### src/rtl/smon_pkg.sv
package smon_pkg;
  localparam int ADDR_W = 6;

  localparam logic [1:0] GRP_OV   = 2'd0;
  localparam logic [1:0] GRP_UV   = 2'd1;
  localparam logic [1:0] GRP_CTL  = 2'd2;
  localparam logic [1:0] GRP_GPIO = 2'd3;

  localparam logic [3:0] CTL_CHAN_EN  = 4'd0;
  localparam logic [3:0] CTL_FAULT_EN = 4'd1;
  localparam logic [3:0] CTL_WARN_POL = 4'd2;
  localparam logic [3:0] CTL_SHDN     = 4'd3;
  localparam logic [3:0] CTL_LOG      = 4'd4;
  localparam logic [3:0] CTL_MODE     = 4'd5;
  localparam logic [3:0] CTL_CLEAR    = 4'd6;

  localparam logic [ADDR_W-1:0] ADDR_CLEAR = {GRP_CTL, CTL_CLEAR};

  typedef enum logic {
    SCAN_IDLE,
    SCAN_CONV
  } scan_state_e;
endpackage

### src/rtl/smon_cfg_regs.sv
module smon_cfg_regs
  import smon_pkg::*;
#(
  parameter int NCH   = 12,
  parameter int RES_W = 10,
  parameter int NGPIO = 4,
  parameter int WD_W  = 12
) (
  input  logic                        clk,
  input  logic                        rst_n,
  input  logic                        cfg_we,
  input  logic [ADDR_W-1:0]           cfg_addr,
  input  logic [WD_W-1:0]             cfg_wdata,
  output logic [NCH-1:0][RES_W-1:0]   ov_th,
  output logic [NCH-1:0][RES_W-1:0]   uv_th,
  output logic [NCH-1:0]              chan_en,
  output logic [NCH-1:0]              fault_en,
  output logic [NCH-1:0]              warn_pol,
  output logic [NCH-1:0]              shdn_mask,
  output logic [NCH-1:0]              log_mask,
  output logic [NGPIO-1:0][NCH-1:0]   gpio_mask,
  output logic                        margin,
  output logic [NCH-1:0]              clr_bits
);
  logic [1:0] grp;
  logic [3:0] idx;
  logic       ctl_we;

  logic [NCH-1:0][RES_W-1:0] ov_d, uv_d;
  logic [NCH-1:0]            chan_en_d, fault_en_d, warn_pol_d, shdn_d, log_d;
  logic [NGPIO-1:0][NCH-1:0] gpio_d;
  logic                      margin_d;

  assign grp    = cfg_addr[ADDR_W-1 -: 2];
  assign idx    = cfg_addr[3:0];
  assign ctl_we = cfg_we && (grp == GRP_CTL);

  assign clr_bits = (ctl_we && idx == CTL_CLEAR) ? cfg_wdata[NCH-1:0] : '0;

  always_comb begin
    ov_d       = ov_th;
    uv_d       = uv_th;
    chan_en_d  = chan_en;
    fault_en_d = fault_en;
    warn_pol_d = warn_pol;
    shdn_d     = shdn_mask;
    log_d      = log_mask;
    gpio_d     = gpio_mask;
    margin_d   = margin;
    for (int i = 0; i < NCH; i++) begin
      if (cfg_we && grp == GRP_OV && idx == 4'(i)) ov_d[i] = cfg_wdata[RES_W-1:0];
      if (cfg_we && grp == GRP_UV && idx == 4'(i)) uv_d[i] = cfg_wdata[RES_W-1:0];
    end
    for (int g = 0; g < NGPIO; g++) begin
      if (cfg_we && grp == GRP_GPIO && idx == 4'(g)) gpio_d[g] = cfg_wdata[NCH-1:0];
    end
    if (ctl_we) begin
      case (idx)
        CTL_CHAN_EN:  chan_en_d  = cfg_wdata[NCH-1:0];
        CTL_FAULT_EN: fault_en_d = cfg_wdata[NCH-1:0];
        CTL_WARN_POL: warn_pol_d = cfg_wdata[NCH-1:0];
        CTL_SHDN:     shdn_d     = cfg_wdata[NCH-1:0];
        CTL_LOG:      log_d      = cfg_wdata[NCH-1:0];
        CTL_MODE:     margin_d   = cfg_wdata[0];
        default:      ;
      endcase
    end
  end

  always_ff @(posedge clk or negedge rst_n) begin
    if (!rst_n) begin
      ov_th     <= '0;
      uv_th     <= '0;
      chan_en   <= '0;
      fault_en  <= '0;
      warn_pol  <= '0;
      shdn_mask <= '0;
      log_mask  <= '0;
      gpio_mask <= '0;
      margin    <= 1'b0;
    end else if (cfg_we) begin
      ov_th     <= ov_d;
      uv_th     <= uv_d;
      chan_en   <= chan_en_d;
      fault_en  <= fault_en_d;
      warn_pol  <= warn_pol_d;
      shdn_mask <= shdn_d;
      log_mask  <= log_d;
      gpio_mask <= gpio_d;
      margin    <= margin_d;
    end
  end
endmodule

### src/rtl/smon_scan.sv
module smon_scan
  import smon_pkg::*;
#(
  parameter int NCH  = 12,
  parameter int CH_W = 4
) (
  input  logic            clk,
  input  logic            rst_n,
  input  logic            run_en,
  input  logic [NCH-1:0]  chan_en,
  input  logic            conv_done,
  output logic            conv_req,
  output logic [CH_W-1:0] conv_chan,
  output logic            cap_en
);
  scan_state_e     st_q, st_d;
  logic [CH_W-1:0] ch_q, ch_d;
  logic [CH_W-1:0] pick_ch;
  logic            pick_ok;

  // Round-robin search: first enabled channel after the current one.
  always_comb begin
    pick_ok = 1'b0;
    pick_ch = ch_q;
    for (int k = 1; k <= NCH; k++) begin
      int pos;
      pos = (int'(ch_q) + k) % NCH;
      if (!pick_ok && chan_en[pos]) begin
        pick_ok = 1'b1;
        pick_ch = CH_W'(pos);
      end
    end
  end

  always_comb begin
    st_d = st_q;
    ch_d = ch_q;
    case (st_q)
      SCAN_IDLE: if (run_en && pick_ok) begin
        st_d = SCAN_CONV;
        ch_d = pick_ch;
      end
      SCAN_CONV: if (conv_done) st_d = SCAN_IDLE;
      default:   st_d = SCAN_IDLE;
    endcase
  end

  always_ff @(posedge clk or negedge rst_n) begin
    if (!rst_n) begin
      st_q <= SCAN_IDLE;
      ch_q <= CH_W'(NCH - 1);
    end else begin
      st_q <= st_d;
      ch_q <= ch_d;
    end
  end

  assign conv_req  = (st_q == SCAN_CONV);
  assign conv_chan = ch_q;
  assign cap_en    = conv_req && conv_done;
endmodule

### src/rtl/smon_eval.sv
module smon_eval #(
  parameter int NCH   = 12,
  parameter int RES_W = 10,
  parameter int CH_W  = 4
) (
  input  logic                      clk,
  input  logic                      rst_n,
  input  logic                      cap_en,
  input  logic [CH_W-1:0]           cap_chan,
  input  logic [RES_W-1:0]          conv_data,
  input  logic [NCH-1:0][RES_W-1:0] ov_th,
  input  logic [NCH-1:0][RES_W-1:0] uv_th,
  input  logic [NCH-1:0]            fault_en,
  input  logic [NCH-1:0]            warn_pol,
  input  logic [NCH-1:0]            clr_bits,
  input  logic [CH_W-1:0]           rd_chan,
  output logic [RES_W-1:0]          rd_result,
  output logic [NCH-1:0]            fault_q,
  output logic [NCH-1:0]            warn_q
);
  localparam logic [CH_W:0] CH_CNT = (CH_W+1)'(NCH);

  logic [NCH-1:0][RES_W-1:0] res_q, res_d;
  logic [NCH-1:0]            fault_d, warn_d, fault_set, warn_set;
  logic                      ov_hit, uv_hit;

  assign ov_hit = conv_data > ov_th[cap_chan];
  assign uv_hit = conv_data < uv_th[cap_chan];

  always_comb begin
    res_d     = res_q;
    fault_set = '0;
    warn_set  = '0;
    for (int i = 0; i < NCH; i++) begin
      if (cap_en && cap_chan == CH_W'(i)) begin
        res_d[i]     = conv_data;
        fault_set[i] = fault_en[i] && (ov_hit || uv_hit);
        warn_set[i]  = warn_pol[i] ? ov_hit : uv_hit;
      end
    end
    fault_d = (fault_q & ~clr_bits) | fault_set;
    warn_d  = (warn_q & ~clr_bits) | warn_set;
  end

  always_ff @(posedge clk or negedge rst_n) begin
    if (!rst_n) begin
      res_q <= '0;
    end else if (cap_en) begin
      res_q <= res_d;
    end
  end

  always_ff @(posedge clk or negedge rst_n) begin
    if (!rst_n) begin
      fault_q <= '0;
      warn_q  <= '0;
    end else begin
      fault_q <= fault_d;
      warn_q  <= warn_d;
    end
  end

  assign rd_result = ({1'b0, rd_chan} < CH_CNT) ? res_q[rd_chan] : '0;
endmodule

### src/rtl/supply_fault_monitor.sv
module supply_fault_monitor
  import smon_pkg::*;
#(
  parameter int NCH   = 12,
  parameter int RES_W = 10,
  parameter int NGPIO = 4,
  localparam int CH_W = (NCH > 1) ? $clog2(NCH) : 1,
  localparam int WD_W = (NCH > RES_W) ? NCH : RES_W
) (
  input  logic              clk,
  input  logic              rst_n,
  input  logic              run_en,
  output logic              conv_req,
  output logic [CH_W-1:0]   conv_chan,
  input  logic              conv_done,
  input  logic [RES_W-1:0]  conv_data,
  input  logic              cfg_we,
  input  logic [ADDR_W-1:0] cfg_addr,
  input  logic [WD_W-1:0]   cfg_wdata,
  input  logic [CH_W-1:0]   rd_chan,
  output logic [RES_W-1:0]  rd_result,
  output logic [NCH-1:0]    fault_flags,
  output logic              early_warn,
  output logic [NGPIO-1:0]  gpio_out,
  output logic              shutdown_req,
  output logic              log_trig
);
  logic [1:0] rst_sync_q;
  logic       rst_int_n;

  always_ff @(posedge clk or negedge rst_n) begin
    if (!rst_n) rst_sync_q <= 2'b00;
    else        rst_sync_q <= {rst_sync_q[0], 1'b1};
  end
  assign rst_int_n = rst_sync_q[1];

  logic [NCH-1:0][RES_W-1:0] ov_th, uv_th;
  logic [NCH-1:0]            chan_en, fault_en, warn_pol, shdn_mask, log_mask, clr_bits;
  logic [NGPIO-1:0][NCH-1:0] gpio_mask;
  logic                      margin;
  logic                      cap_en;
  logic [NCH-1:0]            warn_q;

  smon_cfg_regs #(.NCH(NCH), .RES_W(RES_W), .NGPIO(NGPIO), .WD_W(WD_W)) u_cfg (
    .clk(clk), .rst_n(rst_int_n), .cfg_we(cfg_we), .cfg_addr(cfg_addr),
    .cfg_wdata(cfg_wdata), .ov_th(ov_th), .uv_th(uv_th), .chan_en(chan_en),
    .fault_en(fault_en), .warn_pol(warn_pol), .shdn_mask(shdn_mask),
    .log_mask(log_mask), .gpio_mask(gpio_mask), .margin(margin),
    .clr_bits(clr_bits)
  );

  smon_scan #(.NCH(NCH), .CH_W(CH_W)) u_scan (
    .clk(clk), .rst_n(rst_int_n), .run_en(run_en), .chan_en(chan_en),
    .conv_done(conv_done), .conv_req(conv_req), .conv_chan(conv_chan),
    .cap_en(cap_en)
  );

  smon_eval #(.NCH(NCH), .RES_W(RES_W), .CH_W(CH_W)) u_eval (
    .clk(clk), .rst_n(rst_int_n), .cap_en(cap_en), .cap_chan(conv_chan),
    .conv_data(conv_data), .ov_th(ov_th), .uv_th(uv_th), .fault_en(fault_en),
    .warn_pol(warn_pol), .clr_bits(clr_bits), .rd_chan(rd_chan),
    .rd_result(rd_result), .fault_q(fault_flags), .warn_q(warn_q)
  );

  assign early_warn = |warn_q;

  for (genvar g = 0; g < NGPIO; g++) begin : g_gpio
    assign gpio_out[g] = |(fault_flags & gpio_mask[g]);
  end

  assign shutdown_req = (|(fault_flags & shdn_mask)) && !margin;

  // Logger trigger on the rising edge of the masked-fault aggregate.
  logic log_any, log_any_q;
  assign log_any = |(fault_flags & log_mask);

  always_ff @(posedge clk or negedge rst_int_n) begin
    if (!rst_int_n) log_any_q <= 1'b0;
    else            log_any_q <= log_any;
  end

  assign log_trig = log_any && !log_any_q && !margin;
endmodule

### config.mk
export PLATFORM = sky130hd
export DESIGN_NAME = supply_fault_monitor
export DESIGN_NICKNAME = d
export VERILOG_FILES = /design/src/rtl/smon_pkg.sv /design/src/rtl/smon_cfg_regs.sv /design/src/rtl/smon_scan.sv /design/src/rtl/smon_eval.sv /design/src/rtl/supply_fault_monitor.sv
export SDC_FILE = /design/constraint.sdc
export NUM_CORES = 1
export LEC_CHECK = 0
export BUFFER_PORTS_ARGS = -buffer_cell sky130_fd_sc_hd__buf_2
export CORE_AREA = 2 2 185 232
export DETAILED_ROUTE_END_ITERATION = 12
export DIE_AREA = 0 0 187 234
export PLACE_DENSITY = 0.75
export SYNTH_ARGS = -nofsm -noshare
export SYNTH_HDL_FRONTEND = slang
export SYNTH_SLANG_ARGS = --single-unit
### constraint.sdc
create_clock -name clk -period 34.7 [get_ports clk]
set_clock_uncertainty 0.1 [all_clocks]
set_input_delay 3.47 -clock clk [delete_from_list [all_inputs] [get_ports clk]]
set_output_delay 3.47 -clock clk [all_outputs]
set_load 0.1 [all_outputs]
==> results.py, run 1 <==
metrics = {
    "flow_run": {
        "cap_violations": 0,
    },
    "drt": {
        "drt_iter0_markers": 1289,
        "drt-met1-wl_um": 25980,
        "top_layer_used": "met5",
        "met2_length_um": 31130,
        "met3RoutedLength_um": 3521,
        "ant_nets": 0,
        "route.vias.total": 16500,
        "drc": 0,
        "dr.pass1.iters": 5,
        "via_per_inst": 6.567,
        "routed_wirelength_um": 62370,
        "avgRoutedWirePerCell_um": 24.82,
    },
    "yosys": {
        "synth_seq_area_share_pct": 50.18,
        "yosysTopAreaCell": "dfrtp_1",
        "synthCells": 1909,
        "synth-seq-cells": 501,
        "syn_nets": 1988,
        "synth.most_common_cell": "dfrtp_1",
        "avgSynthCellArea_um2": 13.09,
        "synth_area_leaders": "dfrtp_1 (50%), mux2_2 (21%), mux4_2 (8.9%), nand2_1 (2.6%), ha_1 (2.1%)",
        "yosys_warnings": 0,
        "async_reset_ff_share_pct": 100.0,
        "synth.top_cell.area_share_pct": 49.87,
        "netlist_area_um2": 24990,
        "synthFlopType": "dfrtp_1",
        "ys_types": 85,
        "synth-edff-count": 0,
        "yosys-top-cells-count": "dfrtp_1 (498), mux2_2 (461), nand2_1 (174)",
    },
    "clocking": {
        "clk_pin_slew_ps": 60,
        "post_cts_buffers": 0,
        "clock_latency_ps": 620,
        "cts_root_buf": "clkbuf_16",
        "cts.path.max_buffers": 3,
        "cts_resized": 0,
        "cts_hold_buf": 0,
        "h-tree-depth": 2,
        "numCtsBuffers": 49,
        "clock_sinks": 501,
        "cts_tree": "yes",
    },
    "sta": {
        "rsz0062_at_grt": "no",
        "worst-slew-pin-transition_ps": 1369,
        "fmax_mhz": 110.3,
        "tns_ps": 0,
        "post-route-min-period_ps": 9065,
        "min_period_over_period_pct": 26.12,
        "finalHoldViolations": 0,
        "slew_violations": 0,
        "slew_headroom_pct": 8.541,
        "setup_viol": 0,
    },
    "global_route": {
        "grt_pass1_wl_um": 99120,
        "antenna_found_initial": 6,
        "grt_start_max_net_pins": 197,
        "grt_remaining_overflow": 0,
        "grt_pass1_vias": 17170,
        "grt.total_usage_pct": 29.43,
    },
    "min_path": {
        "hold_path.class": "reg2reg",
    },
    "place": {
        "place_congestion": 0.9314,
        "dp.cells": 2421,
        "port_buffers": 70,
        "dp_hpwl_um": 39400,
    },
    "power": {
        "powerDensity_nw_per_um2": 85.32,
        "max-vdd-ir-drop_v": 0.00004873,
        "p_leak_nw": 12.59,
    },
    "worst_setup_path": {
        "cp.arrival_ps": 5490,
        "worst_setup_path_end_kind": "primary output",
        "cp-start-kind": "input pin",
        "crit_fanout": 30,
        "worstSetupPathType": "in2out",
        "cp_data_required_time_ps": 31130,
        "r2r_slack_ps": 28500,
    },
    "floorplanning": {
        "dieWidth_um": 187,
        "die_area_um2": 43760,
        "io_pins": 71,
        "coreArea_um2": 41730,
        "rows": 84,
        "die_y_um": 234,
        "initial_core_util_pct": 59.89,
    },
    "outcome": {
        "status": "completed",
    },
    "layout": {
        "fin_nets": 1992,
        "syn_to_final_growth_pct": 9.087,
        "fin_cells": 2513,
        "nFillCells": 3111,
        "drive_gt1_share_pct": 37.88,
    },
}
[stage by stage]
step | cell area [um2] | utilization [%] | hold slack (ps) | total power [mW] | setup WS [ps]
6_report | 27260 | 65.34 | 257.8 | 2.326 | 25640
5_1_grt | 27260 | 65.32 | 280.8 | 2.454 | 25420
4_1_cts | 27250 | 65.32 | 260.4 | 2.323 | 25560
3_5_place_dp | 25670 | 61.52 | 247.3 | 1.787 | 25520
3_3_place_gp | 25670 | 61.52 | 237.9 | 1.760 | 25540
2_1_floorplan | 24990 | - | 231.2 | 1.561 | 19610
[power breakdown]
part | internal [mW] | switching, mW
logic | 0.398 | 0.592
registers | 0.711 | 0.0910
clock network | 0.304 | 0.230
total | 1.41 | 0.912
[final cells by class]
class | count | area (um2) | share of cell area [%]
clock buffer | 76 | 1418 | 5.200
sequential | 501 | 12550 | 46.04
antenna | 3 | 7.507 | 0.02754
timing repair buffer | 86 | 483.0 | 1.772
inverter | 22 | 82.58 | 0.3029
clock inverter | 13 | 165.2 | 0.6058
multi-input combinational | 1253 | 11850 | 43.48
tap | 559 | 699.4 | 2.566
[metal layers]
metal  up-vias  GRT usage [%]
met5         -              0
met4         8          9.673
met3       133          4.864
met2       528          50.05
met1      8735          39.02
li1       7098              -
[worst paths after layout]
path	start	depth (start not counted)	end
min in group asynchronous	rst_sync_q[1]	0	u_eval.res_q[96]
worst max-delay path	rd_chan[0]	5	rd_result[4]
worst max register to register	u_scan.conv_chan[0]	14	u_scan.conv_chan[1]
worst min-delay path	rst_sync_q[0]	0	rst_sync_q[1]
max in group asynchronous	rst_sync_q[1]	3	u_cfg.ov_th[37]
worst min register to register	rst_sync_q[0]	0	rst_sync_q[1]
[worst max-delay path: stages]
cell     delay, ps
buf_2          740
mux4_2         590
mux2i_1        180
o21ai_0        150
buf_2          330
[cells in the final DEF (no fill, tap or decap), types with 5 or more instances in the layout]
cell and count:
xnor2_1 9, nand3b_1 7, and3_1 8, buf_4 15
o211ai_1 5, clkbuf_8 9, dfrtp_1 497, nand4_1 7
a21o_1 10, inv_1 20, nor2_1 28, o21ai_0 64
o31ai_1 5, ha_1 42, clkbuf_16 49, a221oi_1 19
nor3b_1 6, or3_1 6, nor2b_1 12, mux2i_1 31
nor4_1 9, a22o_1 19, buf_2 70, nand2_1 174
clkinv_2 6, nand3_1 33, a211oi_1 8, a31oi_1 5
and2_1 5, and3b_1 5, nor3_1 15, mux2_2 461
mux4_2 99, nand2b_1 16, a21oi_1 67, clkbuf_1 18
[flip-flops by register name (all words and copies together), names as in the netlist]
signal / cells
u_eval.res_q: 120
u_cfg.gpio_mask: 48
u_eval.warn_q: 12
u_cfg.chan_en: 12
u_cfg.fault_en: 12
rst_sync_q: 2
u_cfg.margin: 1
u_cfg.ov_th: 120
u_cfg.warn_pol: 12
u_cfg.shdn_mask: 12
u_eval.fault_q: 12
u_cfg.log_mask: 12
u_scan.conv_req: 1
log_any_q: 1
u_scan.conv_chan: 4
u_cfg.uv_th: 120
[cell families (layout without fill, tap and decap cells)]
logic type / count (synthesis) / count (layout) / synth area share (%)
AO/OA/AOI/OAI: 249 / 249 / 6.549
flip-flops: 501 / 501 / 50.18
multiplexers: 594 / 594 / 31.25
other: 1 / 4 / 0.01501
XOR/XNOR: 14 / 14 / 0.5758
adder cells (fa/ha/maj): 42 / 42 / 2.103
buffers and inverters: 155 / 197 / 2.408
AND/OR/NAND/NOR: 353 / 353 / 6.914
Power figures use the tool's default switching activity.
==> inputs of run 2 (changes only) <==
--- a/config.mk
+++ b/config.mk
@@ -6,10 +6,10 @@
 export NUM_CORES = 1
 export LEC_CHECK = 0
 export BUFFER_PORTS_ARGS = -buffer_cell sky130_fd_sc_hd__buf_2
-export CORE_AREA = 2 2 185 232
+export CORE_AREA = 2 2 191 240
 export DETAILED_ROUTE_END_ITERATION = 12
-export DIE_AREA = 0 0 187 234
-export PLACE_DENSITY = 0.75
+export DIE_AREA = 0 0 193 242
+export PLACE_DENSITY = 0.74
 export SYNTH_ARGS = -nofsm -noshare
 export SYNTH_HDL_FRONTEND = slang
 export SYNTH_SLANG_ARGS = --single-unit
==> constraint.sdc (replaced) <==
create_clock -name clk -period 8 [get_ports clk]
set_clock_uncertainty 0.1 [all_clocks]
set_input_delay 0.8 -clock clk [delete_from_list [all_inputs] [get_ports clk]]
set_output_delay 0.8 -clock clk [all_outputs]
set_load 0.1 [all_outputs]
==> run 2 against run 1 <==
  * Count of clock-buffer cells in the layout shrank 4
  * Largest cell class unchanged
  * First-iteration DRC count shrank 5.8%
  * Total power grew to 4.4 times the previous value
  * Utilization shrank 4.1 points
  * Critical endpoint is now u_scan.conv_chan[1]
==> results.py, run 2 (synthesized netlist as in run 1, its figures left out) <==
metrics = {
    "sta": {
        "min_period_over_period_pct": 70.66,
        "post-route-min-period_ps": 5653,
        "slew_violations": 0,
        "slew_headroom_pct": 19.40,
        "worst-slew-pin-transition_ps": 1200,
        "tns_ps": 0,
        "finalHoldViolations": 0,
        "fmax_mhz": 176.9,
        "rsz0062_at_grt": "no",
        "hold_ws_ps": 207.6,
        "setup_viol": 0,
    },
    "global_route": {
        "grt_remaining_overflow": 0,
        "grt_start_max_net_pins": 176,
        "grt_pass1_wl_um": 99590,
        "grt_pass1_vias": 17240,
        "antenna_found_initial": 2,
        "grt.total_usage_pct": 28.07,
    },
    "power": {
        "powerDensity_nw_per_um2": 373.6,
        "power_frac_comb_pct": 42.5,
        "power_switching_mw": 4.043,
        "p_seq_share_pct": 34.7,
        "p_sw_share_pct": 39.60,
        "p_leak_nw": 12.62,
        "max-vdd-ir-drop_v": 0.0002973,
        "p_clk_share_pct": 22.8,
        "internal_power_mw": 6.167,
    },
    "worst_setup_path": {
        "cp_data_required_time_ps": 8430,
        "worst_setup_path_end_kind": "flop",
        "cp.arrival_ps": 6080,
        "crit_fanout": 35,
        "critPathLaunch": "u_scan.conv_chan[1]",
        "critical_path.endpoint": "u_scan.conv_chan[1]",
        "regToRegStartpoint": "u_scan.conv_chan[1]",
        "cp_num_buf_inv": 2,
        "cp_slowest_cell": "dfstp_4",
        "r2r_slack_ps": 2350,
        "crit_chain": "inv_1 > ha_1 > a21boi_0 > xnor2_1 > inv_1 > ha_1 > or3b_2 > mux2i_1 > mux2i_1 > a211oi_1 > or3_1 > nand2b_1 > nor4_4 > a311oi_2 > o221ai_1 > o221a_1",
        "crit_family": "simple AND/OR/NAND/NOR gates",
        "worst_path_largest_cell_delay_ps": 930,
        "ff2ff_path_depth": 16,
        "worstSetupPathType": "reg2reg",
        "path_depth": 16,
        "cp-start-kind": "flop",
        "r2r_end": "u_scan.conv_chan[1]",
    },
    "drt": {
        "drt_iter0_markers": 1214,
        "via_per_inst": 6.465,
        "routed_wirelength_um": 64100,
        "drc": 0,
        "ant_nets": 0,
        "dr.pass1.iters": 6,
        "route.vias.total": 16340,
        "avgRoutedWirePerCell_um": 25.37,
    },
    "clocking": {
        "cts.path.max_buffers": 3,
        "h-tree-depth": 2,
        "cts_resized": 0,
        "numCtsBuffers": 48,
        "clk_pin_slew_ps": 70,
        "cts_tree": "yes",
        "clock_latency_ps": 620,
        "clock_sinks": 501,
        "cts_root_buf": "clkbuf_16",
    },
    "floorplanning": {
        "dieWidth_um": 193,
        "io_pins": 71,
        "die_y_um": 242,
        "die_area_um2": 46710,
        "rows": 87,
        "coreArea_um2": 44630,
        "initial_core_util_pct": 55.99,
    },
    "place": {
        "dp_hpwl_um": 41030,
        "port_buffers": 70,
        "place_congestion": 0.8902,
    },
    "layout": {
        "drive_gt1_share_pct": 37.99,
        "final_common_cell": "dfrtp_1",
        "reg_top3": "u_cfg.ov_th x120, u_cfg.uv_th x120, u_eval.res_q x120",
        "postLayoutCoreUtil_pct": 61.24,
        "mostFrequentLayoutCells": "dfrtp_1 (497), mux2_2 (461), nand2_1 (174)",
        "syn_to_final_growth_pct": 9.373,
        "fin_nets": 1993,
    },
    "min_path": {
        "hold_path.class": "reg2async",
    },
    "outcome": {
        "status": "completed",
    },
    "flow_run": {
        "cap_violations": 0,
    },
}
[run 2: cell types whose count changed in the layout (fill, tap and decap cells not counted), sizes merged]
| cell | before | now |
|---|---|---|
| dlygate4sd3 | 0 | 1 |
| clkbuf | 76 | 72 |
| diode | 3 | 1 |
| inv | 24 | 23 |
| buf | 86 | 87 |
| bufinv | 3 | 4 |
| clkinvlp | 1 | 0 |
[run 2: how the worst min path moves through the flow]
stage / slack, ps / start / depth (start not counted) / endpoint
CTS: 240 / rst_sync_q[1] / 0 / u_eval.res_q[64]
global placement: 230 / rst_sync_q[1] / 0 / u_eval.res_q[64]
floorplan: 230 / rst_sync_q[0] / 0 / rst_sync_q[1]
finish: 210 / rst_sync_q[1] / 0 / u_eval.res_q[54]
global route: 270 / rst_sync_q[1] / 0 / u_eval.res_q[64]
detailed placement: 240 / rst_sync_q[1] / 0 / u_eval.res_q[65]
[run 2: area by class of cell]
| cell class | instances | area, um2 |
|---|---|---|
| multi-input cells | 1253 | 11850 |
| clock buffers | 72 | 1413 |
| inverters | 22 | 82.58 |
| repair buffers | 88 | 513.0 |
| fillers | 3432 | 17300 |
| diodes | 1 | 2.502 |
| well taps | 578 | 723.2 |
| clock inverters | 12 | 192.7 |
| flip-flops and latches | 501 | 12550 |
[run 2: worst reg2reg max path: cells and delay by family, from the launching register on]
kind / cells / cell delay, ps
and+or+nand+nor: 4 / 1440
DFF: 1 / 930
AOI/OAI and AO/OA: 5 / 1410
buffers and inverters: 2 / 390
adders and majority gates: 2 / 580
xor gates and xnor gates: 1 / 230
muxes: 2 / 500
[run 2: per-layer routing]
metal / share of wire (%) / global-route usage (%) / vias to the layer above
li1: - / - / 7089
met1: 40 / 36.68 / 8562
met2: 50 / 47.06 / 537
met3: 5.4 / 3.824 / 148
met4: 4.1 / 11.74 / 2
met5: 0.0078 / 0 / -
[run 2: metrics by stage]
stage	setup slack [ps]	power [mW]	instance area (um2)	cells
finish	2347	10.21	27330	2527
floorplan	1770	6.762	24990	1909
CTS	2434	10.20	27330	2526
global route	2023	10.73	27330	2527
global placement	2632	7.717	25710	2441
detailed placement	2473	7.856	25710	2441
[run 2: power groups by stage]
stage | Clock [mW] | Combinational (mW) | Sequential (mW)
2_1_floorplan | 0 | 3.19 | 3.57
5_1_grt | 2.47 | 4.64 | 3.62
3_3_place_gp | 0 | 4.18 | 3.54
3_5_place_dp | 0 | 4.27 | 3.58
4_1_cts | 2.37 | 4.29 | 3.54
6_report | 2.33 | 4.34 | 3.54
[run 2: what timing repair did]
action / 4_1_cts / 5_1_grt
setup buffers: 0 / 0
hold buffers: 1 / 0
endpoints found under the hold margin: 2 / 0
endpoints found under the setup margin: 0 / 0
==> inputs of run 3 (changes only) <==
--- a/config.mk
+++ b/config.mk
@@ -6,10 +6,10 @@
 export NUM_CORES = 1
 export LEC_CHECK = 0
 export BUFFER_PORTS_ARGS = -buffer_cell sky130_fd_sc_hd__buf_2
-export CORE_AREA = 2 2 191 240
+export CORE_AREA = 2 2 185 232
 export DETAILED_ROUTE_END_ITERATION = 12
-export DIE_AREA = 0 0 193 242
-export PLACE_DENSITY = 0.74
+export DIE_AREA = 0 0 187 234
+export PLACE_DENSITY = 0.75
 export SYNTH_ARGS = -nofsm -noshare
 export SYNTH_HDL_FRONTEND = slang
 export SYNTH_SLANG_ARGS = --single-unit
==> constraint.sdc (replaced) <==
create_clock -name clk -period 5.69 [get_ports clk]
set_clock_uncertainty 0.1 [all_clocks]
set_input_delay 0.569 -clock clk [delete_from_list [all_inputs] [get_ports clk]]
set_output_delay 0.569 -clock clk [all_outputs]
set_load 0.1 [all_outputs]
==> run 3 against run 2 <==
  * Sequential share of layout area fell by 0.19 points
  * Largest cell class unchanged
  * Critical path type unchanged
  * Combinational power rose by 45%
  * Flip-flop and latch count did not move
  * Total power rose by 42%
==> results.py, run 3 (synthesized netlist as in run 1, its figures left out) <==
metrics = {
    "sta": {
        "fmax_mhz": 195.0,
        "setup_ws_ps": 561.6,
        "rsz0062_at_grt": "no",
        "min_period_over_period_pct": 90.13,
        "slew_headroom_pct": 5.767,
        "setup_viol": 0,
        "tns_ps": 0,
        "worst-slew-pin-transition_ps": 1407,
        "finalHoldViolations": 0,
        "slew_violations": 0,
        "post-route-min-period_ps": 5128,
        "hold_ws_ps": 174.9,
    },
    "power": {
        "internal_power_mw": 8.765,
        "p_sw_share_pct": 39.35,
        "p_clk_share_pct": 23.0,
        "max-vdd-ir-drop_v": 0.0003453,
        "power_switching_mw": 5.688,
        "p_leak_nw": 12.70,
        "power_frac_comb_pct": 43.4,
        "p_seq_share_pct": 33.5,
        "powerDensity_nw_per_um2": 526.6,
    },
    "place": {
        "port_buffers": 70,
        "dp_hpwl_um": 41080,
        "place_congestion": 0.9050,
        "dpl_worst_slack_ps": 652.9,
        "dpl_cell_area_um2": 25780,
    },
    "global_route": {
        "grt_pass1_vias": 17050,
        "grt.total_usage_pct": 29.49,
        "grt_remaining_overflow": 0,
        "antenna_found_initial": 7,
        "grt_start_max_net_pins": 180,
        "grt_pass1_wl_um": 98840,
    },
    "worst_setup_path": {
        "cp-start-kind": "flop",
        "cp_slowest_cell": "dfstp_4",
        "worstSetupPathType": "reg2reg",
        "worst_path_largest_cell_delay_ps": 680,
        "cp_data_required_time_ps": 6120,
        "cp.arrival_ps": 5550,
        "crit_chain": "inv_1 > ha_1 > a21boi_0 > xnor2_1 > inv_1 > ha_1 > or3b_2 > mux2i_1 > mux2i_1 > a211oi_1 > or3_1 > nand2b_1 > nor4_4 > a311oi_2 > o221ai_1 > o221a_1",
        "crit_family": "simple AND/OR/NAND/NOR gates",
        "crit_fanout": 9,
        "cp_num_buf_inv": 2,
        "worst_setup_path_end_kind": "flop",
    },
    "drt": {
        "via_per_inst": 6.464,
        "routed_wirelength_um": 63150,
        "drc": 0,
        "dr.pass1.iters": 7,
        "ant_nets": 0,
        "drt_iter0_markers": 1117,
        "route.vias.total": 16310,
        "avgRoutedWirePerCell_um": 25.03,
    },
    "layout": {
        "postLayoutCoreUtil_pct": 65.78,
        "finish.instance_area_um2": 27450,
        "syn_to_final_growth_pct": 9.823,
        "drive_gt1_share_pct": 38.53,
        "final_common_cell": "dfrtp_1",
        "reg_top3": "u_cfg.ov_th x120, u_cfg.uv_th x120, u_eval.res_q x120",
        "mostFrequentLayoutCells": "dfrtp_1 (497), mux2_2 (461), nand2_1 (174)",
        "fin_nets": 2004,
    },
    "clocking": {
        "cts.path.max_buffers": 3,
        "cts_tree": "yes",
        "numCtsBuffers": 49,
        "clock_latency_ps": 600,
        "post_cts_buffers": 0,
        "clock_sinks": 501,
        "h-tree-depth": 2,
        "cts_root_buf": "clkbuf_16",
        "clk_pin_slew_ps": 70,
    },
    "floorplanning": {
        "io_pins": 71,
        "rows": 84,
        "die_y_um": 234,
        "coreArea_um2": 41730,
        "initial_core_util_pct": 59.89,
        "dieWidth_um": 187,
        "die_area_um2": 43760,
    },
    "flow_run": {
        "cap_violations": 0,
    },
    "min_path": {
        "hold_path.class": "in2async",
    },
    "outcome": {
        "status": "completed",
    },
}
-- run 3: stage by stage --
stage                     total power, mW  std cells
after CTS                           14.44       2521
after detailed placement            11.08       2432
after global routing                15.19       2522
after floorplan                     9.515       1909
after global placement              10.94       2432
final                               14.45       2523
-- run 3: metal layers --
layer | routed length [um] | track usage, % | up-vias
li1 | - | - | 7123
met4 | 2005 | 10.59 | 10
met5 | 63 | 0 | -
met1 | 25870 | 37.71 | 8532
met2 | 31730 | 50.88 | 503
met3 | 3487 | 5.373 | 141
-- run 3: power by group through the flow --
stage | sequential (mW) | clock (mW) | combinational, mW
6_report | 4.85 | 3.33 | 6.28
3_3_place_gp | 4.83 | 0 | 6.11
4_1_cts | 4.83 | 3.38 | 6.23
2_1_floorplan | 5.03 | 0 | 4.48
5_1_grt | 4.93 | 3.52 | 6.74
3_5_place_dp | 4.89 | 0 | 6.19
-- run 3: what timing repair did --
| action | in CTS | in global routing |
|---|---|---|
| hold buffers | 1 | 0 |
| hold endpoints to repair | 2 | 0 |
| resized for setup | 0 | 0 |
-- run 3: worst paths after layout --
kind | slack, ps | start | depth (start not counted) | to
worst max-delay path | 560 | u_scan.conv_chan[1] | 16 | u_scan.conv_chan[1]
worst min-delay path | 170 | rst_n | 2 | rst_sync_q[1]
worst max register to register | 560 | u_scan.conv_chan[1] | 16 | u_scan.conv_chan[1]
worst min register to register | 220 | rst_sync_q[1] | 0 | u_eval.res_q[93]
max in group asynchronous | 3860 | rst_sync_q[1] | 1 | u_cfg.ov_th[35]
min in group clk | 180 | conv_done | 2 | u_scan.conv_req
-- run 3: layout make-up --
class / instances / area (um2)
repair buffers: 98 / 600.6
clock buffers: 71 / 1430
multi-input cells: 1253 / 11850
flip-flops and latches: 501 / 12550
well taps: 559 / 699.4
clock inverters: 17 / 221.5
diodes: 2 / 5.005
inverters: 22 / 82.58
fillers: 3077 / 14280
-- run 3: worst register-to-register path: cells and delay by family, from the launching register on --
family	cells	cell delay [ps]
flops	1	680
mux	2	450
xor+xnor	1	240
buf+inv	2	270
fa+ha+maj	2	530
simple gates	4	1460
compound gates	5	1350
